===== src/rtl/coh_ctrl_pkg.sv =====
package coh_ctrl_pkg;
  localparam int unsigned ADDR_W = 8;
  localparam int unsigned DATA_W = 32;
  localparam int unsigned LANES  = DATA_W / 8;
  localparam int unsigned LANE_W = $clog2(LANES);

  localparam logic [ADDR_W-1:0] OFF_ENABLE = 8'h00;
  localparam logic [ADDR_W-1:0] OFF_CONFIG = 8'h04;
  localparam logic [ADDR_W-1:0] OFF_PWR    = 8'h08;

  typedef struct packed {
    logic enable;
    logic config_w;
    logic pwr;
  } reg_sel_t;

  function automatic logic [DATA_W-1:0] size_mask(input logic [2:0] sz);
    case (sz)
      3'd1:    size_mask = DATA_W'(32'h0000_00FF);
      3'd2:    size_mask = DATA_W'(32'h0000_FFFF);
      default: size_mask = '1;
    endcase
  endfunction
endpackage


===== src/rtl/coh_addr_dec.sv =====
module coh_addr_dec
  import coh_ctrl_pkg::*;
(
  input  logic [ADDR_W-1:0] addr_i,
  input  logic              wr_en_i,
  input  logic [2:0]        size_i,
  output reg_sel_t          sel_o,
  output logic [LANE_W-1:0] lane_o,
  output logic              wr_ok_o
);
  logic size_legal;

  always_comb begin
    size_legal      = (size_i == 3'd1) || (size_i == 3'd2) || (size_i == 3'd4);
    sel_o.enable    = (addr_i == OFF_ENABLE);
    sel_o.config_w  = (addr_i == OFF_CONFIG);
    sel_o.pwr       = (addr_i[ADDR_W-1:LANE_W] == OFF_PWR[ADDR_W-1:LANE_W]);
    lane_o          = addr_i[LANE_W-1:0];
    wr_ok_o         = wr_en_i && size_legal;
  end
endmodule


===== src/rtl/coh_cfg_word.sv =====
module coh_cfg_word
  import coh_ctrl_pkg::*;
#(
  parameter int unsigned NUM_CORES = 1
) (
  output logic [DATA_W-1:0] cfg_o
);
  localparam int unsigned CNT_W  = 4;
  localparam int unsigned MASK_LSB = 4;

  initial begin
    if (NUM_CORES < 1 || NUM_CORES > 16)
      $error("coh_cfg_word: NUM_CORES must be 1..16");
  end

  always_comb begin
    cfg_o = '0;
    cfg_o[CNT_W-1:0] = CNT_W'(NUM_CORES - 1);
    cfg_o[MASK_LSB +: NUM_CORES] = '1;
  end
endmodule


===== src/rtl/coh_pwr_status.sv =====
module coh_pwr_status
  import coh_ctrl_pkg::*;
(
  input  logic              clk_i,
  input  logic              rst_ni,
  input  logic              we_i,
  input  logic [LANE_W-1:0] lane_i,
  input  logic [2:0]        size_i,
  input  logic [DATA_W-1:0] wdata_i,
  output logic [DATA_W-1:0] status_o
);
  logic [DATA_W-1:0] smask, mask_sh, data_sh;
  logic [LANE_W+2:0] shamt;

  always_comb begin
    smask   = size_mask(size_i);
    shamt   = {lane_i, 3'b000};
    // shifting in DATA_W bits drops lanes past the top
    mask_sh = smask << shamt;
    data_sh = (wdata_i & smask) << shamt;
  end

  for (genvar b = 0; b < LANES; b++) begin : g_lane
    logic [7:0] byte_q;
    always_ff @(posedge clk_i or negedge rst_ni) begin
      if (!rst_ni)                     byte_q <= '0;
      else if (we_i && mask_sh[8*b])   byte_q <= data_sh[8*b +: 8];
    end
    assign status_o[8*b +: 8] = byte_q;
  end
endmodule


===== src/rtl/coh_ctrl_regs.sv =====
module coh_ctrl_regs
  import coh_ctrl_pkg::*;
#(
  parameter int unsigned NUM_CORES = 1
) (
  input  logic              clk_i,
  input  logic              rst_ni,
  input  logic [7:0]        addr_i,
  input  logic              wr_en_i,
  input  logic [2:0]        size_i,
  input  logic [31:0]       wdata_i,
  output logic [31:0]       rdata_o
);
  reg_sel_t          sel;
  logic [LANE_W-1:0] lane;
  logic              wr_ok;
  logic              ctrl_q;
  logic [DATA_W-1:0] status_q;
  logic [DATA_W-1:0] cfg_word;
  logic [LANE_W+2:0] rd_shamt;

  coh_addr_dec u_dec (
    .addr_i  (addr_i),
    .wr_en_i (wr_en_i),
    .size_i  (size_i),
    .sel_o   (sel),
    .lane_o  (lane),
    .wr_ok_o (wr_ok)
  );

  coh_cfg_word #(.NUM_CORES(NUM_CORES)) u_cfg (
    .cfg_o (cfg_word)
  );

  coh_pwr_status u_pwr (
    .clk_i    (clk_i),
    .rst_ni   (rst_ni),
    .we_i     (wr_ok && sel.pwr),
    .lane_i   (lane),
    .size_i   (size_i),
    .wdata_i  (wdata_i),
    .status_o (status_q)
  );

  always_ff @(posedge clk_i or negedge rst_ni) begin
    if (!rst_ni)                  ctrl_q <= 1'b0;
    else if (wr_ok && sel.enable) ctrl_q <= wdata_i[0];
  end

  always_comb begin
    rd_shamt = {lane, 3'b000};
    unique case (1'b1)
      sel.enable:   rdata_o = {{(DATA_W-1){1'b0}}, ctrl_q};
      sel.config_w: rdata_o = cfg_word;
      sel.pwr:      rdata_o = status_q >> rd_shamt;
      default:      rdata_o = '0;
    endcase
  end
endmodule


===== config.mk =====
export PLATFORM = sky130hd
export DESIGN_NAME = coh_ctrl_regs
export DESIGN_NICKNAME = d
export VERILOG_FILES = /design/src/rtl/coh_ctrl_pkg.sv /design/src/rtl/coh_addr_dec.sv /design/src/rtl/coh_cfg_word.sv /design/src/rtl/coh_pwr_status.sv /design/src/rtl/coh_ctrl_regs.sv
export SDC_FILE = /design/constraint.sdc
export NUM_CORES = 1
export LEC_CHECK = 0
export ABC_CLOCK_PERIOD_IN_PS = 2240
export CORE_UTILIZATION = 35
export CTS_CLUSTER_DIAMETER = 30
export CTS_CLUSTER_SIZE = 14
export DETAILED_ROUTE_END_ITERATION = 12
export DONT_BUFFER_PORTS = 1
export PLACE_DENSITY_LB_ADDON = 0.1
export SYNTH_ARGS = -nofsm -noshare
export SYNTH_HDL_FRONTEND = slang
export SYNTH_SLANG_ARGS = --single-unit
export TNS_END_PERCENT = 10

===== constraint.sdc =====
create_clock -name clk_i -period 2.24 [get_ports clk_i]
set_input_delay 0.336 -clock clk_i [delete_from_list [all_inputs] [get_ports clk_i]]
set_output_delay 0.336 -clock clk_i [all_outputs]
set_load 0.02 [all_outputs]

==> After elaboration in Yosys (flattened, before gate mapping) <==
Index checks and enable logic that the tools add are counted.
{ "word_totals": {"register_bits": 33, "inputBits": 46, "out_inout_bits": 32, "elab_cells": 26} }
{ "op_classes": {"eq_ne": 5, "shift": 3, "n_mux": 2, "bitwise": 1, "n_reduce_logical": 10} }
{ "ops": {"columns": ["op", "count"], "rows": [
  ["case mux 32 bit (3 select lines)", 1],
  ["case mux 32 bit (2 select lines)", 1],
  ["AND 32 bit", 1],
  ["left shift 32 x 5 -> 25 bit", 1],
  ["left shift 32 x 5 -> 32 bit", 1],
  [">> shifter 32 x 5 -> 32 bit", 1],
  ["equality test 8 x 3 -> 1 bit, second input constant", 1],
  ["zero test 8 bit", 1],
  ["logical AND 1 bit", 7],
  ["equality test 6 x 2 -> 1 bit, second input constant", 1],
  ["equality test 3 x 1 -> 1 bit, second input constant", 1],
  ["equality test 3 x 2 -> 1 bit, second input constant", 1],
  ["equality test 3 bit, second input constant", 1],
  ["logical OR 1 bit", 2]
]} }

==> Logic depth before layout (Yosys ltp) <==
{ "depth": {"ltp_word": 6, "depth_mapped": 7, "mapped_depth_nobuf": 4} }

==> Hierarchy <==
Synthesis repeated with hierarchy kept, for this count alone.
{ "unflattened": {"cells_unflattened": 298, "hier_area_um2": 2906.5} }
{ "modules_own_cells": {"columns": ["module", "instances", "cells_each", "area_per_inst_um2", "seq_area_each_um2"], "rows": [
  ["coh_pwr_status", 1, 146, 1747.9, 800.8],
  ["coh_ctrl_regs", 1, 107, 828.3, 25.0],
  ["coh_cfg_word", 1, 34, 247.7, 0.0],
  ["coh_addr_dec", 1, 11, 82.6, 0.0]
]} }

==> Worst setup path before layout <==
No wires, ideal clock.
{ "synth_path": {"path_kind": "input port to output port", "from": "in addr_i[0]", "to": "out rdata_o[1]", "arrival_ns": 1.817, "required_time_ns": 1.904, "slack_ns": 0.087, "path_stages": 6, "n_path_buf": 4, "cell_sequence": "buf_2 > buf_1 > buf_2 > buf_2 > a211oi_1 > a211oi_1"} }
{ "synth_via": {"elab_chain_len": 2, "elab_cells_between_ends": 4, "cone_classes": "eq/ne: 1; shift: 1; mux: 1; reduce/logical: 1"} }
{ "synth_rtl": {"columns": ["item", "line", "rtl"], "rows": [
  ["from (decl)", "coh_ctrl_regs.sv:8", "input logic [7:0] addr_i,"],
  [">> shifter 32 x 5 -> 32 bit, or another cell as far along", "coh_ctrl_regs.sv:55", "sel.pwr: rdata_o = status_q >> rd_shamt;"],
  ["case mux 32 bit (3 select lines) *", "coh_ctrl_regs.sv:52", "unique case (1'b1)"],
  ["to (decl)", "coh_ctrl_regs.sv:12", "output logic [31:0] rdata_o"]
]} }
Mark *: on every way between the ends. The rest lies on a longest branch, timed or not.

==> Worst setup path after layout <==
{ "layout_path": {"from": "in addr_i[5]", "to": "out rdata_o[17]"} }
{ "layout_via": {"elab_chain_len": 2, "elab_cells_between_ends": 4, "cone_classes": "eq/ne: 2; mux: 1; reduce/logical: 1"} }
{ "layout_rtl": {"columns": ["item", "line", "rtl"], "rows": [
  ["equality test 8 x 3 -> 1 bit, or another cell as far along", "coh_addr_dec.sv:16", "sel_o.config_w = (addr_i == OFF_CONFIG);"],
  ["case mux 32 bit (3 select lines) *", "coh_ctrl_regs.sv:52", null]
]} }
Marked as above.

==> out/metrics.cfg <==
[global_routing]
busiest_layer = met2
grt_pass1_wl_mm = 11.45
met2_usage_pct = 34.56
grt_overflow = 0
grt_usage_pct = 20.78
antenna_found_initial = 0
grt_pass1_vias = 2010
met3_usage_pct = 4.381
grt_max_degree = 65
met1_usage_pct = 28.27

[placed_design]
dp.cells = 367
place_congestion = 0.7182
port_buffers = 0
hpwl_mm = 5.071

[detailed_routing]
drtPass1Iterations = 4
wirelength_mm = 7.306
drc = 0
wire_per_inst_um = 19.43
antenna_left = 0
viasPerCell = 5.386
vias = 2025
dr.first_iter.drc_count = 86

[sta]
finalCriticalPeriod_ns = 1.977
worst_pin_slew_ns = 0.8219
finalCritPeriodShare_pct = 88.27
final-hold-violation-count = 0
fin_skew_ns = 0
rsz0062_at_grt = false
fin_tns_setup_ns = 0
slew_headroom_pct = 45.09
max_freq_ghz = 0.5058
finalMaxSlewViolations = 0
setup_viol = 0

[setup_path]
r2r_setup_slack_ns = 1.43
r2r-start = u_pwr.g_lane[3].byte_q[4]
crit_arrival_ns = 1.64
crit_end = rdata_o[17]
end_kind = primary output
crit_type = in -> out
r2r-end = u_pwr.g_lane[3].byte_q[4]
startpoint_type = input port
critPathLaunch = addr_i[5]
r2r_cells = 1
critPathRequiredTime_ns = 1.90
crit_fanout = 8

[yosys]
synth_cell_type_count = 36
synth_cells = 252
synth_nets = 298
synthArstFlopShare_pct = 100.0
syn_area_um2 = 2480
netlist.area_leader.share_pct = 33.30
synth-edff-count = 0
yosys_warnings = 0
ys.flop_type = dfrtp_1
synth_top_area_cell = dfrtp_1
ys_seq_area_share_pct = 33.30
synth_area_leaders = dfrtp_1 (33%), mux2_2 (19%), mux2i_1 (6.5%)
synth.avg_cell_area_um2 = 9.841
synth-seq-cells = 33

[finish]
area_delta_synth_final_pct = 17.41
antenna_cells = 0
nets = 326
fin_cells = 376
seq_area_um2 = 825.8
multi_input_area_um2 = 1579
drive_gt1_share_pct = 33.21
fillers = 728

[run_status]
status = completed

[clock_network]
cts_tree = built
cts_buffer_depth = 2
clkTransAtPathRegs_ns = 0.07
ctsHtreeMaxLevel = 2
clk_latency_ns = 0.27
clkSinkCount = 33
cts_buffers = 5
root_buffer = clkbuf_8

[pwr]
ir_drop_mv = 0.3285
power_leakage_nw = 1.316
powerDensity_nw_per_um2 = 446.7

[floorplan]
start_util_pct = 36.30
coreArea_um2 = 6832
die_h_um = 86.18
rows = 30
die_area_um2 = 7426
ios = 78
fp.dieW_um = 86.18

[flow_run]
max-cap-violations = 0

[hold_path]
hold_path_class = in -> reg
min-delay-start = wdata_i[6]

==> synthesized netlist by cell type, types with 2 or more instances <==
cell      number
mux2_2        41
dfrtp_1       33
nor2_1        26
mux2i_1       16
a211oi_1      13
nand2_1       12
nor2b_1       11
nand2b_1      10
o21ai_0       10
a21oi_1        9
and2_1         9
a221o_1        8
a22o_1         8
and3_1         8
buf_2          6
clkbuf_1       6
buf_1          4
and3b_1        2
inv_1          2
nor3_1         2
==> registers in the layout (all words and copies together) (netlist names) <==
register,count
ctrl_q,1
u_pwr.g_lane.byte_q,32
==> stage by stage <==
stage,setup WS [ns],area (um^2),hold WS [ns],utilization [%],power [mW]
after detailed placement,0.1459,2795,0.04136,40.92,0.8401
after global routing,0.1407,2912,0.1907,42.62,1.362
after global placement,0.1903,2795,0.04180,40.92,0.8384
final,0.2628,2912,0.2045,42.62,1.301
after CTS,0.2098,2912,0.1972,42.62,1.315
after floorplan,0.08725,2480,0.04041,-,0.8190
==> placed cells by master (no fill, tap or decap), types with 6 or more instances in the layout <==
master,instances
a22o_1,8
clkbuf_8,6
dfrtp_1,33
and2_1,9
nand2b_1,10
nand2_1,12
o21ai_0,10
a211oi_1,13
buf_4,35
nor2_1,26
mux2i_1,16
a21oi_1,9
mux2_2,41
and3_1,8
nor2b_1,11
a221o_1,8
==> critical path, stage by stage <==
cell and delay [ns]:
nor4_2 0.29, buf_4 0.17, and3b_1 0.19, nand2_1 0.26, nor2_1 0.23, buf_4 0.17
==> worst min path at each step <==
stage                                           end  cells after the start
after floorplan                              ctrl_q                      0
final                     u_pwr.g_lane[0].byte_q[6]                      1
after detailed placement  u_pwr.g_lane[3].byte_q[4]                      0
after CTS                 u_pwr.g_lane[0].byte_q[6]                      1
after global placement    u_pwr.g_lane[3].byte_q[4]                      0
after global routing      u_pwr.g_lane[0].byte_q[6]                      1
==> power by group <==
part / internal [mW] / leakage [nW] / switching, mW
combinational: 0.108 / 0.815 / 0.0938
sequential: 0.622 / 0.457 / 0.0223
clock: 0.244 / 0.0443 / 0.211
total: 0.974 / 1.32 / 0.327
==> final cells by class <==
cell class	count	share of cell area, %
repair buffers	37	10.06
multi-input cells	201	54.23
well taps	96	4.125
flip-flops and latches	33	28.36
clock buffers	7	2.965
inverters	2	0.2578
==> per-layer routing <==
layer  wire length [um]  up-vias
met1               3402      987
met5                  0        -
li1                   -      984
met2               3496       52
met3                374        2
met4                 32        0
==> kinds of logic (layout without fill, tap and decap cells) <==
kind of cell / after synthesis / in the layout / share of synthesized area [%]
simple gates: 87 / 87 / 19.63
mux: 58 / 58 / 25.98
compound gates: 55 / 55 / 17.41
flops: 33 / 33 / 33.30
xor+xnor: 1 / 1 / 0.6561
buf+inv: 18 / 46 / 3.027
==> repair_timing <==
action                                  in CTS  in global routing
hold buffers                                 2                  0
endpoints found under the setup margin       0                  0
endpoints found under the hold margin       33                  0
gates resized for setup                      0                  0
buffers inserted                             0                  0
No activity file was read; power rests on OpenSTA's default activity.
